[src/rtl/sup_pkg.sv]
package sup_pkg;
  typedef enum logic [1:0] {
    ST_IDLE   = 2'd0,
    ST_ARMED  = 2'd1,
    ST_ACTIVE = 2'd2,
    ST_FAULT  = 2'd3
  } sup_state_e;

  typedef enum logic [1:0] {
    EVT_EDGE = 2'd0,
    EVT_TMO  = 2'd1,
    EVT_CRC  = 2'd2,
    EVT_CLR  = 2'd3
  } sup_event_e;

  typedef enum logic [2:0] {
    ACT_HOLD  = 3'd0,
    ACT_ARM   = 3'd1,
    ACT_RETRY = 3'd2,
    ACT_GO    = 3'd3,
    ACT_TRIP  = 3'd4,
    ACT_CLEAR = 3'd5
  } sup_action_e;

  typedef enum logic [1:0] {
    ERR_NONE  = 2'd0,
    ERR_UNEXP = 2'd1,
    ERR_CRC   = 2'd2,
    ERR_STATE = 2'd3
  } sup_err_e;
endpackage

[src/rtl/sup_tick_counter.sv]
module sup_tick_counter #(
  parameter int unsigned W = 16
) (
  input  logic         clk_i,
  input  logic         rst_ni,
  output logic [W-1:0] cnt_o
);
  always_ff @(posedge clk_i or negedge rst_ni) begin
    if (!rst_ni) cnt_o <= '0;
    else         cnt_o <= cnt_o + W'(1);
  end
endmodule

[src/rtl/sup_evt_fifo.sv]
module sup_evt_fifo #(
  parameter int unsigned DW    = 8,
  parameter int unsigned DEPTH = 8
) (
  input  logic          clk_i,
  input  logic          rst_ni,
  input  logic          push_i,
  input  logic [DW-1:0] data_i,
  input  logic          pop_i,
  output logic [DW-1:0] data_o,
  output logic          empty_o,
  output logic          full_o,
  output logic          ovf_o
);
  localparam int unsigned AW = (DEPTH > 1) ? $clog2(DEPTH) : 1;
  localparam int unsigned CW = $clog2(DEPTH + 1);
  localparam logic [AW-1:0] LAST = AW'(DEPTH - 1);

  logic [DW-1:0] mem_q [DEPTH];
  logic [AW-1:0] wr_q, rd_q;
  logic [CW-1:0] cnt_q;
  logic          do_push, do_pop;

  assign full_o  = (cnt_q == CW'(DEPTH));
  assign empty_o = (cnt_q == '0);
  // a push into a full queue is dropped even if a pop happens that cycle
  assign do_push = push_i && !full_o;
  assign do_pop  = pop_i && !empty_o;
  assign data_o  = mem_q[rd_q];

  always_ff @(posedge clk_i) begin
    if (do_push) mem_q[wr_q] <= data_i;
  end

  always_ff @(posedge clk_i or negedge rst_ni) begin
    if (!rst_ni) begin
      wr_q  <= '0;
      rd_q  <= '0;
      cnt_q <= '0;
      ovf_o <= 1'b0;
    end else begin
      if (do_push) wr_q <= (wr_q == LAST) ? '0 : wr_q + AW'(1);
      if (do_pop)  rd_q <= (rd_q == LAST) ? '0 : rd_q + AW'(1);
      case ({do_push, do_pop})
        2'b10:   cnt_q <= cnt_q + CW'(1);
        2'b01:   cnt_q <= cnt_q - CW'(1);
        default: cnt_q <= cnt_q;
      endcase
      if (push_i && full_o) ovf_o <= 1'b1;
    end
  end
endmodule

[src/rtl/sup_step.sv]
module sup_step
  import sup_pkg::*;
#(
  parameter int unsigned RETRY_MAX = 2,
  parameter int unsigned RW        = $clog2(RETRY_MAX + 2)
) (
  input  logic [1:0]    st_i,
  input  sup_event_e    ev_i,
  input  logic [RW-1:0] rl_i,
  output sup_state_e    st_o,
  output logic [RW-1:0] rl_o,
  output sup_action_e   act_o,
  output sup_err_e      err_o,
  output logic          unexp_o
);
  always_comb begin
    st_o    = sup_state_e'(st_i);
    rl_o    = rl_i;
    act_o   = ACT_HOLD;
    err_o   = ERR_NONE;
    unexp_o = 1'b0;
    case (st_i)
      ST_IDLE: begin
        if (ev_i == EVT_EDGE) begin
          st_o  = ST_ARMED;
          rl_o  = RW'(RETRY_MAX);
          act_o = ACT_ARM;
        end else begin
          unexp_o = 1'b1;
        end
      end
      ST_ARMED: begin
        if (ev_i == EVT_TMO) begin
          if (rl_i != '0) begin
            rl_o  = rl_i - RW'(1);
            act_o = ACT_RETRY;
          end else begin
            st_o  = ST_ACTIVE;
            act_o = ACT_GO;
          end
        end else if (ev_i == EVT_CRC) begin
          st_o  = ST_FAULT;
          act_o = ACT_TRIP;
          err_o = ERR_CRC;
        end else begin
          unexp_o = 1'b1;
        end
      end
      ST_ACTIVE, ST_FAULT: begin
        if (ev_i == EVT_CLR) begin
          st_o  = ST_IDLE;
          act_o = ACT_CLEAR;
        end else begin
          unexp_o = 1'b1;
        end
      end
      default: begin
        st_o  = ST_FAULT;
        act_o = ACT_TRIP;
        err_o = ERR_STATE;
      end
    endcase
    if (unexp_o) err_o = ERR_UNEXP;
  end
endmodule

[src/rtl/sup_policy.sv]
module sup_policy
  import sup_pkg::*;
#(
  parameter int unsigned TS_W      = 16,
  parameter int unsigned SRC_W     = 4,
  parameter int unsigned RETRY_MAX = 2
) (
  input  logic             clk_i,
  input  logic             rst_ni,
  input  logic             avail_i,
  input  logic [TS_W-1:0]  ts_i,
  input  logic [SRC_W-1:0] src_i,
  input  logic [1:0]       ev_i,
  input  logic             trace_en_i,
  input  logic             trace_ready_i,
  output logic             pop_o,
  output logic [1:0]       state_o,
  output logic             trace_valid_o,
  output logic [TS_W-1:0]  trace_ts_o,
  output logic [SRC_W-1:0] trace_src_o,
  output logic [1:0]       trace_old_o,
  output logic [1:0]       trace_ev_o,
  output logic [1:0]       trace_new_o,
  output logic [2:0]       trace_act_o,
  output logic [1:0]       trace_err_o,
  output logic             trace_unexp_o
);
  localparam int unsigned RW = $clog2(RETRY_MAX + 2);

  logic [1:0]    st_q;
  logic [RW-1:0] rl_q;
  sup_state_e    st_d;
  logic [RW-1:0] rl_d;
  sup_action_e   act_d;
  sup_err_e      err_d;
  logic          unexp_d;

  sup_step #(.RETRY_MAX(RETRY_MAX), .RW(RW)) u_step (
    .st_i    (st_q),
    .ev_i    (sup_event_e'(ev_i)),
    .rl_i    (rl_q),
    .st_o    (st_d),
    .rl_o    (rl_d),
    .act_o   (act_d),
    .err_o   (err_d),
    .unexp_o (unexp_d)
  );

  // stall while a record is held and not taken
  assign pop_o   = avail_i && (!trace_valid_o || trace_ready_i);
  assign state_o = st_q;

  always_ff @(posedge clk_i or negedge rst_ni) begin
    if (!rst_ni) begin
      st_q          <= ST_IDLE;
      rl_q          <= '0;
      trace_valid_o <= 1'b0;
      trace_ts_o    <= '0;
      trace_src_o   <= '0;
      trace_old_o   <= '0;
      trace_ev_o    <= '0;
      trace_new_o   <= '0;
      trace_act_o   <= '0;
      trace_err_o   <= '0;
      trace_unexp_o <= 1'b0;
    end else if (pop_o) begin
      st_q          <= st_d;
      rl_q          <= rl_d;
      trace_valid_o <= trace_en_i;
      if (trace_en_i) begin
        trace_ts_o    <= ts_i;
        trace_src_o   <= src_i;
        trace_old_o   <= st_q;
        trace_ev_o    <= ev_i;
        trace_new_o   <= st_d;
        trace_act_o   <= act_d;
        trace_err_o   <= err_d;
        trace_unexp_o <= unexp_d;
      end
    end else if (trace_ready_i) begin
      trace_valid_o <= 1'b0;
    end
  end
endmodule

[src/rtl/sup_supervisor.sv]
module sup_supervisor #(
  parameter int unsigned TS_W      = 16,
  parameter int unsigned SRC_W     = 4,
  parameter int unsigned DEPTH     = 8,
  parameter int unsigned RETRY_MAX = 2
) (
  input  logic             clk_i,
  input  logic             rst_ni,
  input  logic             ev_valid_i,
  input  logic [1:0]       ev_code_i,
  input  logic [SRC_W-1:0] ev_src_i,
  input  logic             trace_en_i,
  input  logic             trace_ready_i,
  output logic             trace_valid_o,
  output logic [TS_W-1:0]  trace_ts_o,
  output logic [SRC_W-1:0] trace_src_o,
  output logic [1:0]       trace_old_o,
  output logic [1:0]       trace_ev_o,
  output logic [1:0]       trace_new_o,
  output logic [2:0]       trace_act_o,
  output logic [1:0]       trace_err_o,
  output logic             trace_unexp_o,
  output logic [1:0]       state_o,
  output logic             overflow_o
);
  localparam int unsigned EW = TS_W + SRC_W + 2;

  logic [TS_W-1:0] now;
  logic [EW-1:0]   wr_ent, rd_ent;
  logic            q_empty, q_full, pop;

  sup_tick_counter #(.W(TS_W)) u_tick (
    .clk_i  (clk_i),
    .rst_ni (rst_ni),
    .cnt_o  (now)
  );

  assign wr_ent = {now, ev_src_i, ev_code_i};

  sup_evt_fifo #(.DW(EW), .DEPTH(DEPTH)) u_fifo (
    .clk_i   (clk_i),
    .rst_ni  (rst_ni),
    .push_i  (ev_valid_i),
    .data_i  (wr_ent),
    .pop_i   (pop),
    .data_o  (rd_ent),
    .empty_o (q_empty),
    .full_o  (q_full),
    .ovf_o   (overflow_o)
  );

  sup_policy #(.TS_W(TS_W), .SRC_W(SRC_W), .RETRY_MAX(RETRY_MAX)) u_pol (
    .clk_i         (clk_i),
    .rst_ni        (rst_ni),
    .avail_i       (!q_empty),
    .ts_i          (rd_ent[EW-1 -: TS_W]),
    .src_i         (rd_ent[SRC_W+1 : 2]),
    .ev_i          (rd_ent[1:0]),
    .trace_en_i    (trace_en_i),
    .trace_ready_i (trace_ready_i),
    .pop_o         (pop),
    .state_o       (state_o),
    .trace_valid_o (trace_valid_o),
    .trace_ts_o    (trace_ts_o),
    .trace_src_o   (trace_src_o),
    .trace_old_o   (trace_old_o),
    .trace_ev_o    (trace_ev_o),
    .trace_new_o   (trace_new_o),
    .trace_act_o   (trace_act_o),
    .trace_err_o   (trace_err_o),
    .trace_unexp_o (trace_unexp_o)
  );

  logic unused_full;
  assign unused_full = q_full;
endmodule

[config.mk]
export PLATFORM = sky130hd
export DESIGN_NAME = sup_supervisor
export DESIGN_NICKNAME = d
export VERILOG_FILES = /design/src/rtl/sup_pkg.sv /design/src/rtl/sup_tick_counter.sv /design/src/rtl/sup_evt_fifo.sv /design/src/rtl/sup_step.sv /design/src/rtl/sup_policy.sv /design/src/rtl/sup_supervisor.sv
export SDC_FILE = /design/constraint.sdc
export NUM_CORES = 1
export LEC_CHECK = 0
export ABC_AREA = 1
export CAP_MARGIN = 5
export CORE_ASPECT_RATIO = 1.1
export CORE_MARGIN = 1
export CORE_UTILIZATION = 35
export DETAILED_ROUTE_END_ITERATION = 10
export DONT_BUFFER_PORTS = 1
export PLACE_DENSITY = 0.46
export SKIP_CTS_REPAIR_TIMING = 1
export SYNTH_ARGS = -nofsm -noshare
export SYNTH_HDL_FRONTEND = slang
export SYNTH_SLANG_ARGS = --single-unit
[constraint.sdc]
create_clock -name clk_i -period 6.8 [get_ports clk_i]
set_clock_uncertainty 0.2 [all_clocks]
set_input_delay 1.02 -clock clk_i [delete_from_list [all_inputs] [get_ports clk_i]]
set_output_delay 1.02 -clock clk_i [all_outputs]
set_load 0.005 [all_outputs]
Word-level counts from Yosys, hierarchy flattened
Memories as Yosys holds them, arrays and structs flattened.
Cells that the tools add are included.
{"block": "word_totals", "register_bits": 64, "mem_bits_rw": 176, "output_inout_bits": 36, "n_memories": 1}
{"name": "u_fifo.mem_q", "depth": 8, "width": 22, "rd": 1, "rd_clocked_by_memory_dff": 0, "write_ports": 1, "line": "sup_evt_fifo.sv:19", "text": "logic [DW-1:0] mem_q [DEPTH];"}
{"block": "classes", "add_sub_neg": 6, "n_eq_ne": 14, "n_mux": 32, "n_reduce_logical": 18}
{"cell": "two-way mux 2 bit", "n": 12}
{"cell": "adder 16 x 1 -> 16 bit (second input constant)", "n": 1}
{"cell": "two-way mux 3 bit", "n": 5}
{"cell": "== test 2 bit (second input constant)", "n": 5}
{"cell": "two-way mux 1 bit", "n": 10}
{"cell": "one-hot mux 3 bit (3 select lines)", "n": 1}
{"cell": "one-hot mux 4 bit (2 select lines)", "n": 1}
{"cell": "nonzero test 2 bit", "n": 4}
{"cell": "adder 3 x 1 -> 3 bit (second input constant)", "n": 2}
{"cell": "== test 2 x 1 -> 1 bit (second input constant)", "n": 3}
{"cell": "== test 3 bit (second input constant)", "n": 2}
{"cell": "!= test 2 bit (second input constant)", "n": 3}
{"cell": "one-hot mux 2 bit (3 select lines)", "n": 1}
{"cell": "AND reduction 5 bit", "n": 1}
{"cell": "adder 4 x 1 -> 4 bit (second input constant)", "n": 1}
{"cell": "== test 4 bit (second input constant)", "n": 1}
{"cell": "logical AND 1 bit", "n": 4}
{"cell": "zero test 2 bit", "n": 2}
{"cell": "zero test 4 bit", "n": 1}
{"cell": "one-hot mux 2 bit (2 select lines)", "n": 1}
{"cell": "subtractor 4 x 1 -> 4 bit (second input constant)", "n": 1}
{"cell": "zero test 1 bit", "n": 3}
{"cell": "one-hot mux 1 bit (3 select lines)", "n": 1}
{"cell": "AND reduction 2 bit", "n": 1}
{"cell": "other kinds (3)", "n": 3}

Depth between registers and ports, before layout
{"block": "depth", "word_depth": 6, "mapped_depth": 16, "mapped_depth_nobuf": 14}

By module
Synthesis repeated with hierarchy kept, for this count alone.
{"block": "unflattened", "cells_unflattened": 1153, "hier_area_um2": 10832.9}
{"module": "sup_evt_fifo", "n_inst": 1, "cells_each": 851, "area_each_um2": 8244.2}
{"module": "sup_policy", "n_inst": 1, "cells_each": 165, "area_each_um2": 1546.5}
{"module": "sup_tick_counter", "n_inst": 1, "cells_each": 88, "area_each_um2": 773.2}
{"module": "sup_step", "n_inst": 1, "cells_each": 48, "area_each_um2": 265.3}
{"module": "sup_supervisor", "n_inst": 1, "cells_each": 1, "area_each_um2": 3.8}

Worst setup path after synthesis
Ideal clock, no wire load.
{"block": "synth_timing", "path_kind": "input-to-reg", "start": "in ev_valid_i", "end": "mem u_fifo.mem_q[0][0] (netlist name) (enable)", "setup_ps": 401, "t_arrival_ps": 2283, "setup_slack_ps": 3916, "cell_stages": 4, "n_path_buf": 0, "cell_sequence": "nand2_1 -> inv_1 -> nand2_1 -> nor2_1"}
{"block": "synth_via", "elab_chain_cells": 3}
{"item": "from (decl)", "line": "sup_supervisor.sv:9", "text": "input logic ev_valid_i,"}
{"item": "logical AND 1 bit", "line": "sup_evt_fifo.sv:27", "text": "assign do_push = push_i && !full_o;"}
{"item": "two-way mux 1 bit", "line": "sup_evt_fifo.sv:32", "text": "if (do_push) mem_q[wr_q] <= data_i;"}
{"item": "two-way mux 1 bit (implied by the code)", "line": "sup_evt_fifo.sv:32"}
{"item": "to (decl)", "line": "sup_evt_fifo.sv:19"}
No other way between the ends.

Worst setup path after layout
{"block": "layout_timing", "start": "reg u_fifo.rd_q[0]", "end": "reg u_pol.st_q[0], in the netlist u_pol.state_o[0]"}
{"block": "layout_via", "elab_chain_cells": 5, "word_cells_on_any_way": 10}
{"item": "from (decl)", "line": "sup_evt_fifo.sv:20", "text": "logic [AW-1:0] wr_q, rd_q;"}
{"item": "from (signal assigned)", "line": "sup_evt_fifo.sv:43", "text": "if (do_pop) rd_q <= (rd_q == LAST) ? '0 : rd_q + AW'(1);"}
{"item": "memory (8 x 22 bit) (*)"}
{"item": "net rd_ent[1]", "line": "sup_supervisor.sv:29", "text": "logic [EW-1:0] wr_ent, rd_ent;"}
{"item": "== test 2 bit", "line": "sup_step.sv:41", "text": "end else if (ev_i == EVT_CRC) begin"}
{"item": "two-way mux 2 bit", "line": "sup_step.sv:41"}
{"item": "two-way mux 2 bit", "line": "sup_step.sv:33", "text": "if (ev_i == EVT_TMO) begin"}
{"item": "one-hot mux 2 bit (3 select lines) (*)", "line": "sup_step.sv:22", "text": "case (st_i)"}
{"item": "to (signal assigned)", "line": "sup_policy.sv:67", "text": "st_q <= st_d;"}
{"item": "to (decl)", "line": "sup_policy.sv:30", "text": "logic [1:0] st_q;"}
The timed path passes the listed nets; every way through them passes the cells marked *.
A chain may end at the register's enable or synchronous reset.

==> run summary <==
FF/Latch Area: 0.00686 sq mm
Non-Filler Instances: 1436
IO buf count: 0
Core area: 0.0295 sq mm
Maxcap violations: 0
Final min period: 3.12 ns
H-tree levels: 1
Main area contributors after synthesis: edfxtp_1 51%, dfrtp_1 15%, nand2_1 12%
Unrepaired setup endpoints after global routing: false
# clock sinks: 239
Vias in the first global route: 6733
Area of the multi-input gates: 0.00268 sq mm
Leading area contributor after synthesis: edfxtp_1
Final ANT Viol Nets: 0
Die height: 183 um
Initial Util: 0.355
DRC violations left: 0
Die area: 0.0306 sq mm
Endpoints failing hold: 0
WL/cell: 17.4 um
Clock Path Buffers: 3
Critical path's slowest cell: dfrtp_2
Max FO, Critical Path: 54
Crit path required time: 6.99 ns
M1 GR Usage: 0.215
Critical path arrival: 3.31 ns
IO Pins: 47
Syn_area_per_cell: 10.1 sq um
Largest stage delay on the critical path: 0.86 ns
Worst min path class: input port to async pin
Cell mode on critical path: nand2_1
Antenna cell count: 0
Die X-Extent: 167 um
P_leak: 5.19 nW
Post-synthesis sequential area ratio: 0.656
GP Congestion: 0.814
Initial antenna violation count: 0
Pwr Total: 0.00485 W
Fmax: 321 MHz
Synth Net Count: 1062
Worst-path cell chain: buf_4 -> nand2_1 -> nand2_1 -> nand2_1 -> nand3_1 -> nand2_1 -> inv_1 -> ha_1 -> nand2_1 -> nand3_1 -> nand2_1 -> nand2_1 -> o21ai_0
CP top delay family: flip-flops
Worst-Margin Slew: 0.966 ns
Final nets: 1067
Via count: 6780
Synthesized flop and latch total: 239
Relative max-transition margin: 0.356
First-pass iteration count of the detailed router: 4
Outcome: finished, final reports clean
WS Path Type: flop to flop
Fillers: 2869
Met2 Use GR: 0.300
Final setup TNS: 0 ns
Mapped Cells: 1036
Synth warn: 0
CP endpoint kind: flop
Ratio of cells with drive above 1 in the final layout: 0.0782
Final setup fails: 0
VDD IR max: 0.183 mV
Layer with the highest usage: met2
Area share of the largest cell type after synthesis: 0.505
Global-route wire length before repair: 39600 um
Largest net degree at the start of global routing: 83
Vias/cell: 4.72
Mapped Area: 0.0105 sq mm
Final worst-path cycle share: 0.458
GRT met3 Usage: 0.0233
Rows: 66
Pins Over Slew Limit: 0
Dpl cells: 1385
Setup crit start: u_fifo.rd_q[0]$_DFFE_PN0P_
Skew-Pair Late Insertion Delay: 0.53 ns
Root Driver: clkbuf_16
Dpl hpwl: 13600 um
CTS Buf Count: 27
DRT Wirelength: 25100 um
Total track usage: 0.169
Total gr overflow: 0
CTS tree: yes
Post-synthesis cell type count: 30
Hold slack: 0.182 ns
Worst r2r src: u_fifo.rd_q[0]$_DFFE_PN0P_
Power Density: 415 mW/mm^2
Synth-to-Final Area Change: 11.6%
CP Launch Type: flop
Clk slew on worst S/H paths: 0.06 ns
Iter 0 DRT Violations: 387
Buf/Inv on CP: 2
final cells by class:
| cell class | count | area share |
|---|---|---|
| Clock inverter | 14 | 0.0114 |
| Multi-Input combinational cell | 584 | 0.230 |
| Tap cell | 374 | 0.0401 |
| Inverter | 173 | 0.0559 |
| Sequential cell | 239 | 0.588 |
| Clock buffer | 36 | 0.0633 |
| Timing Repair Buffer | 16 | 0.0120 |
sequential cells by signal, summed over array words and instances, names as in the netlist, 2 cells and up:
name,flops
u_pol.trace_old_o,2
u_pol.trace_ts_o,16
u_pol.trace_new_o,2
u_fifo.wr_q,3
u_pol.rl_q,2
u_pol.trace_src_o,4
u_fifo.mem_q,176
u_fifo.cnt_q,4
u_tick.cnt_o,16
u_pol.trace_ev_o,2
u_pol.trace_act_o,3
u_pol.state_o,2
u_fifo.rd_q,3
u_pol.trace_err_o,2
layer usage:
metal / part of all wire / up-vias / wire, um
met2: 0.49 / 120 / 12400
met5: 0 / - / 0
li1: - / 3314 / -
met1: 0.45 / 3309 / 11200
met3: 0.036 / 37 / 912
met4: 0.023 / 0 / 574
cell usage in the layout, fill, tap and decap left out:
cell	instances
nand2_1	347
edfxtp_1	176
inv_1	170
nand3_1	151
dfrtp_1	61
clkbuf_16	27
o21ai_0	16
nor2_1	15
buf_4	15
ha_1	14
nor2_2	10
clkinv_2	10
xor2_1	7
clkbuf_1	6
nor3_1	5
xnor2_1	4
clkbuf_8	3
nor3_2	2
nand4_1	2
nand3_2	2
o21ai_2	2
bufinv_16	2
dfrtp_2	2
inv_4	1
inv_2	1
nand2_2	1
a21oi_1	1
or2_1	1
o21ai_1	1
or2_2	1
o21bai_1	1
fa_1	1
inv_6	1
inv_8	1
clkinvlp_4	1
buf_16	1
cells in the mapped netlist:
| cell | n |
|---|---|
| nand3_2 | 2 |
| nand3_1 | 151 |
| inv_4 | 1 |
| nor2_1 | 23 |
| buf_4 | 10 |
| xnor2_1 | 4 |
| nand2_1 | 347 |
| inv_1 | 170 |
| or2_2 | 1 |
| nor3_1 | 5 |
| a21oi_1 | 1 |
| nand2_2 | 1 |
| clkinv_2 | 1 |
| edfxtp_1 | 176 |
| fa_1 | 1 |
| buf_2 | 14 |
| o21ai_1 | 1 |
| inv_2 | 1 |
| nor2_2 | 2 |
| ha_1 | 14 |
| o21ai_2 | 2 |
| o21bai_1 | 1 |
| nand4_1 | 2 |
| xor2_1 | 7 |
| dfrtp_1 | 63 |
| buf_6 | 11 |
| or2_1 | 1 |
| clkbuf_1 | 5 |
| nor3_2 | 2 |
| o21ai_0 | 16 |
cell families after synthesis:
kind of cell / Yosys count / share of synthesized area
buffers and inverters: 213 / 0.0899
xor gates and xnor gates: 11 / 0.00921
and+or+nand+nor: 537 / 0.215
DFF: 239 / 0.656
adders and majority gates: 15 / 0.0187
AOI/OAI and AO/OA: 21 / 0.0110
stage by stage:
step	worst slack, ns	utilization	cell area, sq um
2_1_floorplan	3.92	-	10500
3_3_place_gp	3.72	0.366	10800
3_5_place_dp	3.68	0.366	10800
4_1_cts	3.65	0.395	11600
5_1_grt	3.36	0.396	11700
6_report	3.68	0.396	11700
final timing paths:
| kind | cells past startpoint | slack, ns | to |
|---|---|---|---|
| setup / recovery | 13 | 3.68 | u_pol.state_o[0]$_DFFE_PN0P_ |
| hold / removal | 1 | 0.18 | u_pol.trace_ts_o[12]$_DFFE_PN0P_ |
| setup reg to reg | 13 | 3.68 | u_pol.state_o[0]$_DFFE_PN0P_ |
| hold reg to reg | 2 | 0.30 | u_pol.rl_q[1]$_DFFE_PN0P_ |
| max in group asynchronous | 1 | 5.92 | u_pol.trace_ts_o[0]$_DFFE_PN0P_ |
| min in group clk_i | 2 | 0.30 | u_pol.rl_q[1]$_DFFE_PN0P_ |
worst register-to-register path, stage by stage (launching register included):
cell	delay, ns
dfrtp_2	0.86
buf_4	0.70
nand2_1	0.16
nand2_1	0.10
nand2_1	0.05
nand3_1	0.11
nand2_1	0.10
inv_1	0.11
ha_1	0.16
nand2_1	0.11
nand3_1	0.12
nand2_1	0.09
nand2_1	0.06
o21ai_0	0.07
report_power, final:
| part | switching, W | leakage [nW] | internal, W |
|---|---|---|---|
| combinational | 0.00100 | 2.22 | 0.000432 |
| clock | 0.000584 | 0.436 | 0.000842 |
| sequential | 0.000176 | 2.54 | 0.00182 |
Note: power is estimated with default switching activity, not from simulation.
